$ cat config.mk
export PLATFORM = sky130hd
export DESIGN_NAME = evt_irq_policy
export DESIGN_NICKNAME = d
export VERILOG_FILES = /design/src/rtl/eip_pkg.sv /design/src/rtl/eip_decode.sv /design/src/rtl/eip_encode.sv /design/src/rtl/eip_irq_gate.sv /design/src/rtl/evt_irq_policy.sv
export SDC_FILE = /design/constraint.sdc
export NUM_CORES = 1
export LEC_CHECK = 0
export BUFFER_PORTS_ARGS = -buffer_cell sky130_fd_sc_hd__buf_2
export CELL_PAD_IN_SITES_DETAIL_PLACEMENT = 1
export CELL_PAD_IN_SITES_GLOBAL_PLACEMENT = 2
export CORE_MARGIN = 1
export CORE_UTILIZATION = 18
export DETAILED_ROUTE_END_ITERATION = 16
export PLACE_DENSITY = 0.74
export SLEW_MARGIN = 20
export SYNTH_ARGS = -nofsm -noshare
export SYNTH_HDL_FRONTEND = slang
export SYNTH_SLANG_ARGS = --single-unit
$ cat constraint.sdc
create_clock -name clk -period 1.13 [get_ports clk]
set_clock_uncertainty 0.2 [all_clocks]
set_input_delay 0.0565 -clock clk [delete_from_list [all_inputs] [get_ports clk]]
set_output_delay 0.0565 -clock clk [all_outputs]
set_load 0.05 [all_outputs]
$ cat src/rtl/eip_pkg.sv
package eip_pkg;

    localparam int LOGS       = 5;
    localparam int VEC_W      = 4;
    localparam int MODE_W     = 2;
    localparam int SET_W      = 8;
    localparam int LEN_W      = 8;
    localparam int MIN_LEN    = 4;
    localparam int FULL_LEN   = 5;
    localparam int SHARED_LOG = 4;
    localparam int PAY_W      = LOGS * SET_W;
    localparam int VECS_W     = (LOGS - 1) * VEC_W;

    typedef enum logic [MODE_W-1:0] {
        MODE_OFF  = 2'b00,
        MODE_MSI  = 2'b01,
        MODE_FW   = 2'b10,
        MODE_RSVD = 2'b11
    } irq_mode_e;

    typedef enum logic [1:0] {
        ST_OK      = 2'd0,
        ST_BAD_LEN = 2'd1
    } eip_status_e;

    typedef struct packed {
        logic             write;
        logic [LEN_W-1:0] len;
        logic [PAY_W-1:0] payload;
    } eip_cmd_t;

    typedef struct packed {
        eip_status_e      status;
        logic [LEN_W-1:0] len;
        logic [PAY_W-1:0] payload;
    } eip_rsp_t;

    // A settings byte turns its log on only in MSI/MSI-X mode.
    function automatic logic mode_enables(input logic [SET_W-1:0] b);
        return b[MODE_W-1:0] == MODE_MSI;
    endfunction

    // Builds the read-back byte for one log.
    function automatic logic [SET_W-1:0] pack_setting(input logic en,
                                                      input logic [VEC_W-1:0] vec,
                                                      input logic shared);
        logic [SET_W-1:0] b;
        b = '0;
        if (en) begin
            b[MODE_W-1:0] = MODE_MSI;
            if (!shared) b[SET_W-1 -: VEC_W] = vec;
        end
        return b;
    endfunction

endpackage

$ cat src/rtl/eip_decode.sv
module eip_decode
    import eip_pkg::*;
(
    input  eip_cmd_t         cmd,
    input  logic [LOGS-1:0]  en_cur,
    output logic             write_ok,
    output logic             read_ok,
    output logic [LOGS-1:0]  en_next
);

    always_comb begin
        write_ok = cmd.write && (cmd.len >= LEN_W'(MIN_LEN));
        read_ok  = !cmd.write && (cmd.len == '0);
    end

    // A log's byte counts only when the write is long enough to carry it.
    for (genvar k = 0; k < LOGS; k++) begin : g_log
        logic present;
        always_comb begin
            present    = write_ok && (cmd.len > LEN_W'(k));
            en_next[k] = present ? mode_enables(cmd.payload[k*SET_W +: SET_W])
                                 : en_cur[k];
        end
    end

endmodule

$ cat src/rtl/eip_encode.sv
module eip_encode
    import eip_pkg::*;
(
    input  logic [LOGS-1:0]   en,
    input  logic [VECS_W-1:0] vec_in,
    output logic [PAY_W-1:0]  settings
);

    for (genvar k = 0; k < LOGS; k++) begin : g_byte
        if (k == SHARED_LOG) begin : g_shared
            always_comb settings[k*SET_W +: SET_W] = pack_setting(en[k], '0, 1'b1);
        end else begin : g_own
            always_comb settings[k*SET_W +: SET_W] =
                pack_setting(en[k], vec_in[k*VEC_W +: VEC_W], 1'b0);
        end
    end

endmodule

$ cat src/rtl/eip_irq_gate.sv
module eip_irq_gate
    import eip_pkg::*;
(
    input  logic            clk,
    input  logic            rst,
    input  logic [LOGS-1:0] en,
    input  logic [LOGS-1:0] strobe,
    output logic [LOGS-1:0] irq
);

    for (genvar k = 0; k < LOGS; k++) begin : g_gate
        always_ff @(posedge clk) begin
            if (rst) irq[k] <= 1'b0;
            else     irq[k] <= strobe[k] & en[k];
        end
    end

endmodule

$ cat src/rtl/evt_irq_policy.sv
module evt_irq_policy
    import eip_pkg::*;
(
    input  logic                    clk,
    input  logic                    rst,
    input  logic                    cmd_valid,
    input  logic                    cmd_write,
    input  logic [LEN_W-1:0]        cmd_len,
    input  logic [PAY_W-1:0]        cmd_payload,
    input  logic [VECS_W-1:0]       vec_in,
    input  logic [LOGS-1:0]         evt_strobe,
    output logic                    rsp_valid,
    output logic [1:0]              rsp_status,
    output logic [LEN_W-1:0]        rsp_len,
    output logic [PAY_W-1:0]        rsp_payload,
    output logic [LOGS-1:0]         irq_req
);

    eip_cmd_t        cmd;
    eip_rsp_t        rsp_d, rsp_q;
    logic [LOGS-1:0] en_q, en_next;
    logic [PAY_W-1:0] settings;
    logic            write_ok, read_ok;

    always_comb begin
        cmd.write   = cmd_write;
        cmd.len     = cmd_len;
        cmd.payload = cmd_payload;
    end

    eip_decode u_decode (
        .cmd      (cmd),
        .en_cur   (en_q),
        .write_ok (write_ok),
        .read_ok  (read_ok),
        .en_next  (en_next)
    );

    eip_encode u_encode (
        .en       (en_q),
        .vec_in   (vec_in),
        .settings (settings)
    );

    eip_irq_gate u_gate (
        .clk    (clk),
        .rst    (rst),
        .en     (en_q),
        .strobe (evt_strobe),
        .irq    (irq_req)
    );

    always_comb begin
        rsp_d = '0;
        if (read_ok) begin
            rsp_d.status  = ST_OK;
            rsp_d.len     = LEN_W'(FULL_LEN);
            rsp_d.payload = settings;
        end else if (write_ok) begin
            rsp_d.status = ST_OK;
        end else begin
            rsp_d.status = ST_BAD_LEN;
        end
    end

    always_ff @(posedge clk) begin
        if (rst) begin
            en_q      <= '0;
            rsp_q     <= '0;
            rsp_valid <= 1'b0;
        end else begin
            rsp_valid <= cmd_valid;
            if (cmd_valid) begin
                rsp_q <= rsp_d;
                if (write_ok) en_q <= en_next;
            end
        end
    end

    always_comb begin
        rsp_status  = rsp_q.status;
        rsp_len     = rsp_q.len;
        rsp_payload = rsp_q.payload;
    end

endmodule

==> impl_results.rst <==
.. list-table::
   :header-rows: 1

   * - Metric
     - Value
   * - Run status
     - finished, violations left
   * - Failing checks
     - negative hold slack
   * - Kind of cell adding the most delay to the critical path
     - flip-flops
   * - CTS H-tree depth
     - 2
   * - Routed wire length
     - 4810 um
   * - Final Cycle Share
     - 96.9%
   * - Cts-stage hold buffer count
     - 24
   * - Total GRT Usage
     - roughly a tenth
   * - Number of warning messages in the yosys log
     - 0
   * - Number of antenna violations at the first check in global routing
     - 0
   * - Required time at the worst-slack endpoint
     - roughly 870 ps
   * - Total power per unit cell area
     - 1050 mW/mm2
   * - Number of register bits inferred by synthesis
     - 34
   * - Reg-to-reg endpoint
     - rsp_payload[32]$_SDFFE_PP0P_
   * - Overall overflow remaining after global route
     - 0
   * - Hold_ws
     - -154 ps
   * - Wire length per cell after detailed routing
     - 12.4 um
   * - Cell at the slowest stage of the critical path
     - sky130_fd_sc_hd__dfxtp_2
   * - Antenna Nets Post-Route
     - 0
   * - R2R Setup Slk
     - ~80 ps
   * - Class of the tightest hold or removal check
     - input pin to flop
   * - Source of the worst hold timing path
     - cmd_payload[9]
   * - Post-synthesis average cell area
     - 9.50 um2
   * - Count of buffers from port buffering
     - 72
   * - Final Hold Viols
     - 10
   * - Clock buffer depth
     - 2
   * - Critical-path maximum fanout
     - 3
   * - Unique masters post-synth
     - 31
   * - Synth-to-Final Area Change
     - 55.7%
   * - Static Leakage
     - between 1 and 1.5 nW
   * - Worst hold endpoint
     - en_q[1]$_SDFFE_PP0P_
   * - Combined buffer and inverter count along the critical path
     - 1
   * - Final setup violation count
     - 0
   * - Global-route wire length before repair
     - 7930 um
   * - Mapped cell area
     - 0.00163 mm2
   * - Arrival time worst endpoint
     - 840 ps
   * - FILL cells
     - 1024
   * - Startpoint type of the worst setup path
     - flop
   * - Maxcap violations
     - 0
   * - Via count of the first global-routing pass
     - between 1500 and 2000
   * - Area of the die
     - 0.00941 mm2
   * - Total CTS buffers
     - 5
   * - Endpoint type of the worst setup path
     - output pin
   * - Remaining routing DRC violations
     - 0
   * - Detailed-route vias per instance
     - a little under 4
   * - Hold Path Cell Cnt
     - 3
   * - Clk_lat worst skew
     - 280 ps
   * - Aggregate negative setup slack
     - 0 ps
   * - Final HPWL DP
     - ~3500 um
   * - Number of detailed-route iterations in the first pass
     - 3
   * - Crit Reg-Reg Startpoint
     - en_q[4]$_SDFFE_PP0P_
   * - Worst-case vdd ir drop
     - 355 uV
   * - Critical path type
     - flop to output pin
   * - Layout cell share with drive strength beyond 1
     - 45.2%
   * - DIE HEIGHT
     - between 90 and 100 um
   * - Clock sinks
     - 34
   * - Die width
     - 97.0 um
   * - Largest incremental delay on the critical path
     - 360 ps
   * - Commonest non-fill, non-tap cells in the layout
     - sky130_fd_sc_hd__buf_2 (42), sky130_fd_sc_hd__nand2_1 (39), sky130_fd_sc_hd__buf_4 (35)
   * - Final-stage net count
     - 351
   * - TritonCTS clock tree
     - done
   * - CTS Root Cell
     - sky130_fd_sc_hd__clkbuf_8
   * - RSZ-0062 raised after global routing
     - yes
   * - Clock-pin slew on the worst setup and hold paths
     - 70 ps
   * - Detailed router's first-iteration violation count
     - 25
   * - # diodes
     - 0
   * - Number of placement rows
     - 34
   * - Initial standard-cell utilization of the core
     - 18.6%
   * - Final min period
     - 1100 ps
   * - Number of top-level design ports
     - 129
   * - Cells after synthesis
     - 171
   * - Sequential-to-total area share from yosys stat
     - 41.9%
   * - Ordered cell list for the critical path
     - buf_4
   * - Vias post-DR
     - 1496
   * - Most common cell after layout, fill and taps aside
     - sky130_fd_sc_hd__buf_2
   * - Final number of max-transition violations
     - 0
   * - Maximum achievable frequency
     - 913 MHz
   * - Core Region
     - ~0.0087 mm2
   * - Gpl congestion
     - 0.701
   * - Maximum number of pins on one net before global-route repair
     - 23
   * - FF-to-FF path depth
     - 2
-- synth_stat cells --
| library cell | count | area share [%] |
|---|---|---|
| sky130_fd_sc_hd__o31ai_1 | 1 | 0.46 |
| sky130_fd_sc_hd__nor3_1 | 1 | 0.31 |
| sky130_fd_sc_hd__buf_4 | 27 | 12 |
| sky130_fd_sc_hd__mux2i_1 | 4 | 2.5 |
| sky130_fd_sc_hd__nor2b_1 | 2 | 0.77 |
| sky130_fd_sc_hd__a41o_2 | 1 | 0.69 |
| sky130_fd_sc_hd__conb_1 | 1 | 0.23 |
| sky130_fd_sc_hd__buf_6 | 2 | 1.4 |
| sky130_fd_sc_hd__o21ai_0 | 1 | 0.31 |
| sky130_fd_sc_hd__nand2_1 | 39 | 9.0 |
| sky130_fd_sc_hd__nand4b_1 | 1 | 0.54 |
| sky130_fd_sc_hd__o32ai_1 | 4 | 2.2 |
| sky130_fd_sc_hd__o21bai_1 | 1 | 0.46 |
| sky130_fd_sc_hd__clkbuf_1 | 3 | 0.69 |
| sky130_fd_sc_hd__a311o_1 | 1 | 0.62 |
| sky130_fd_sc_hd__o31ai_2 | 15 | 12 |
| sky130_fd_sc_hd__nand4_1 | 1 | 0.39 |
| sky130_fd_sc_hd__nand2b_1 | 5 | 1.9 |
| sky130_fd_sc_hd__nand3_4 | 1 | 1.1 |
| sky130_fd_sc_hd__nor2_1 | 8 | 1.8 |
| sky130_fd_sc_hd__nand3_1 | 1 | 0.31 |
| sky130_fd_sc_hd__or3b_2 | 4 | 2.2 |
| sky130_fd_sc_hd__buf_1 | 1 | 0.23 |
| sky130_fd_sc_hd__nor4b_4 | 1 | 1.5 |
| sky130_fd_sc_hd__dfxtp_1 | 34 | 42 |
| sky130_fd_sc_hd__nor4_4 | 1 | 1.3 |
| sky130_fd_sc_hd__buf_2 | 2 | 0.62 |
| sky130_fd_sc_hd__a21oi_1 | 1 | 0.31 |
| sky130_fd_sc_hd__a21oi_2 | 1 | 0.54 |
| sky130_fd_sc_hd__nor3b_1 | 2 | 0.92 |
| sky130_fd_sc_hd__inv_1 | 4 | 0.92 |
-- where the power goes --
part,internal (mW),switching (mW),total [mW]
Sequential,1.21,0.0123,1.22
Combinational,0.172,0.336,0.508
Clock,0.492,0.440,0.932
Total,1.87,0.788,2.66
-- registers in the layout, indices dropped and copies added, names as in the netlist --
name,flops
en_q,5
rsp_len,1
rsp_payload,21
rsp_status,1
rsp_valid,1
u_gate.irq,5
-- cell type report --
class,count,area (um2),share of cell area [%]
Clock buffer,7,86.3,3.41
Sequential cell,34,691,27.3
Tap cell,108,135,5.34
Timing Repair Buffer,110,813,32.1
Multi-Input combinational cell,123,785,31.0
Inverter,4,15.0,0.593
Clock inverter,1,5.00,0.198
-- cells by family (layout without fill, tap and decap cells) --
kind of cell           count (synthesis)  count (layout)  share of synthesized area (%)
other                                  1              26                          0.231
muxes                                  4               4                           2.46
buffers and inverters                 39             122                           16.3
AOI/OAI and AO/OA                     26              26                           17.1
and+or+nand+nor                       67              67                           22.0
DFF                                   34              34                           41.9
-- worst max-delay path by stage --
stage                     cells past startpoint                     start                            to  slack, ps
final                                         1   rsp_len[0]$_SDFFE_PP0P_                    rsp_len[0]         30
after floorplan                               4                cmd_len[6]  rsp_payload[30]$_SDFFE_PP0P_        -50
after global placement                        5                cmd_len[6]  rsp_payload[29]$_SDFFE_PP0P_       -170
after CTS                                     1  u_gate.irq[4]$_SDFF_PP0_                    irq_req[4]          3
after detailed placement                      5                 cmd_write  rsp_payload[13]$_SDFFE_PP0P_       -240
after global routing                          1   rsp_len[0]$_SDFFE_PP0P_                    rsp_len[0]        -20
-- per-stage QoR --
stage / setup slack (ps) / cell area [um2] / power, mW / instances / util, %
after detailed placement: -237 / 2100 / 1.69 / 354 / 24.0
after global routing: -16.5 / 2530 / 2.79 / 387 / 29.0
after CTS: 3.21 / 2490 / 2.70 / 386 / 28.6
after floorplan: -50.1 / 1730 / 1.61 / 196 / -
after global placement: -174 / 2100 / 1.68 / 354 / 24.0
final: 34.7 / 2530 / 2.66 / 387 / 29.0
-- timing repair --
item | CTS | global route
endpoints found under the setup margin | 25 | 17
hold endpoints to repair | 31 | 7
resized for setup | 25 | 10
pin swaps | 0 | 1
setup buffers | 0 | 1
-- routing by layer --
layer	vias to the layer above	global-route usage, %	routed length, um
met5	-	0	0
met4	0	2.76	63
met3	7	2.75	268
met2	56	20.3	2560
met1	694	11.2	1910
li1	739	-	-
Note: power is estimated with default switching activity, not from simulation.
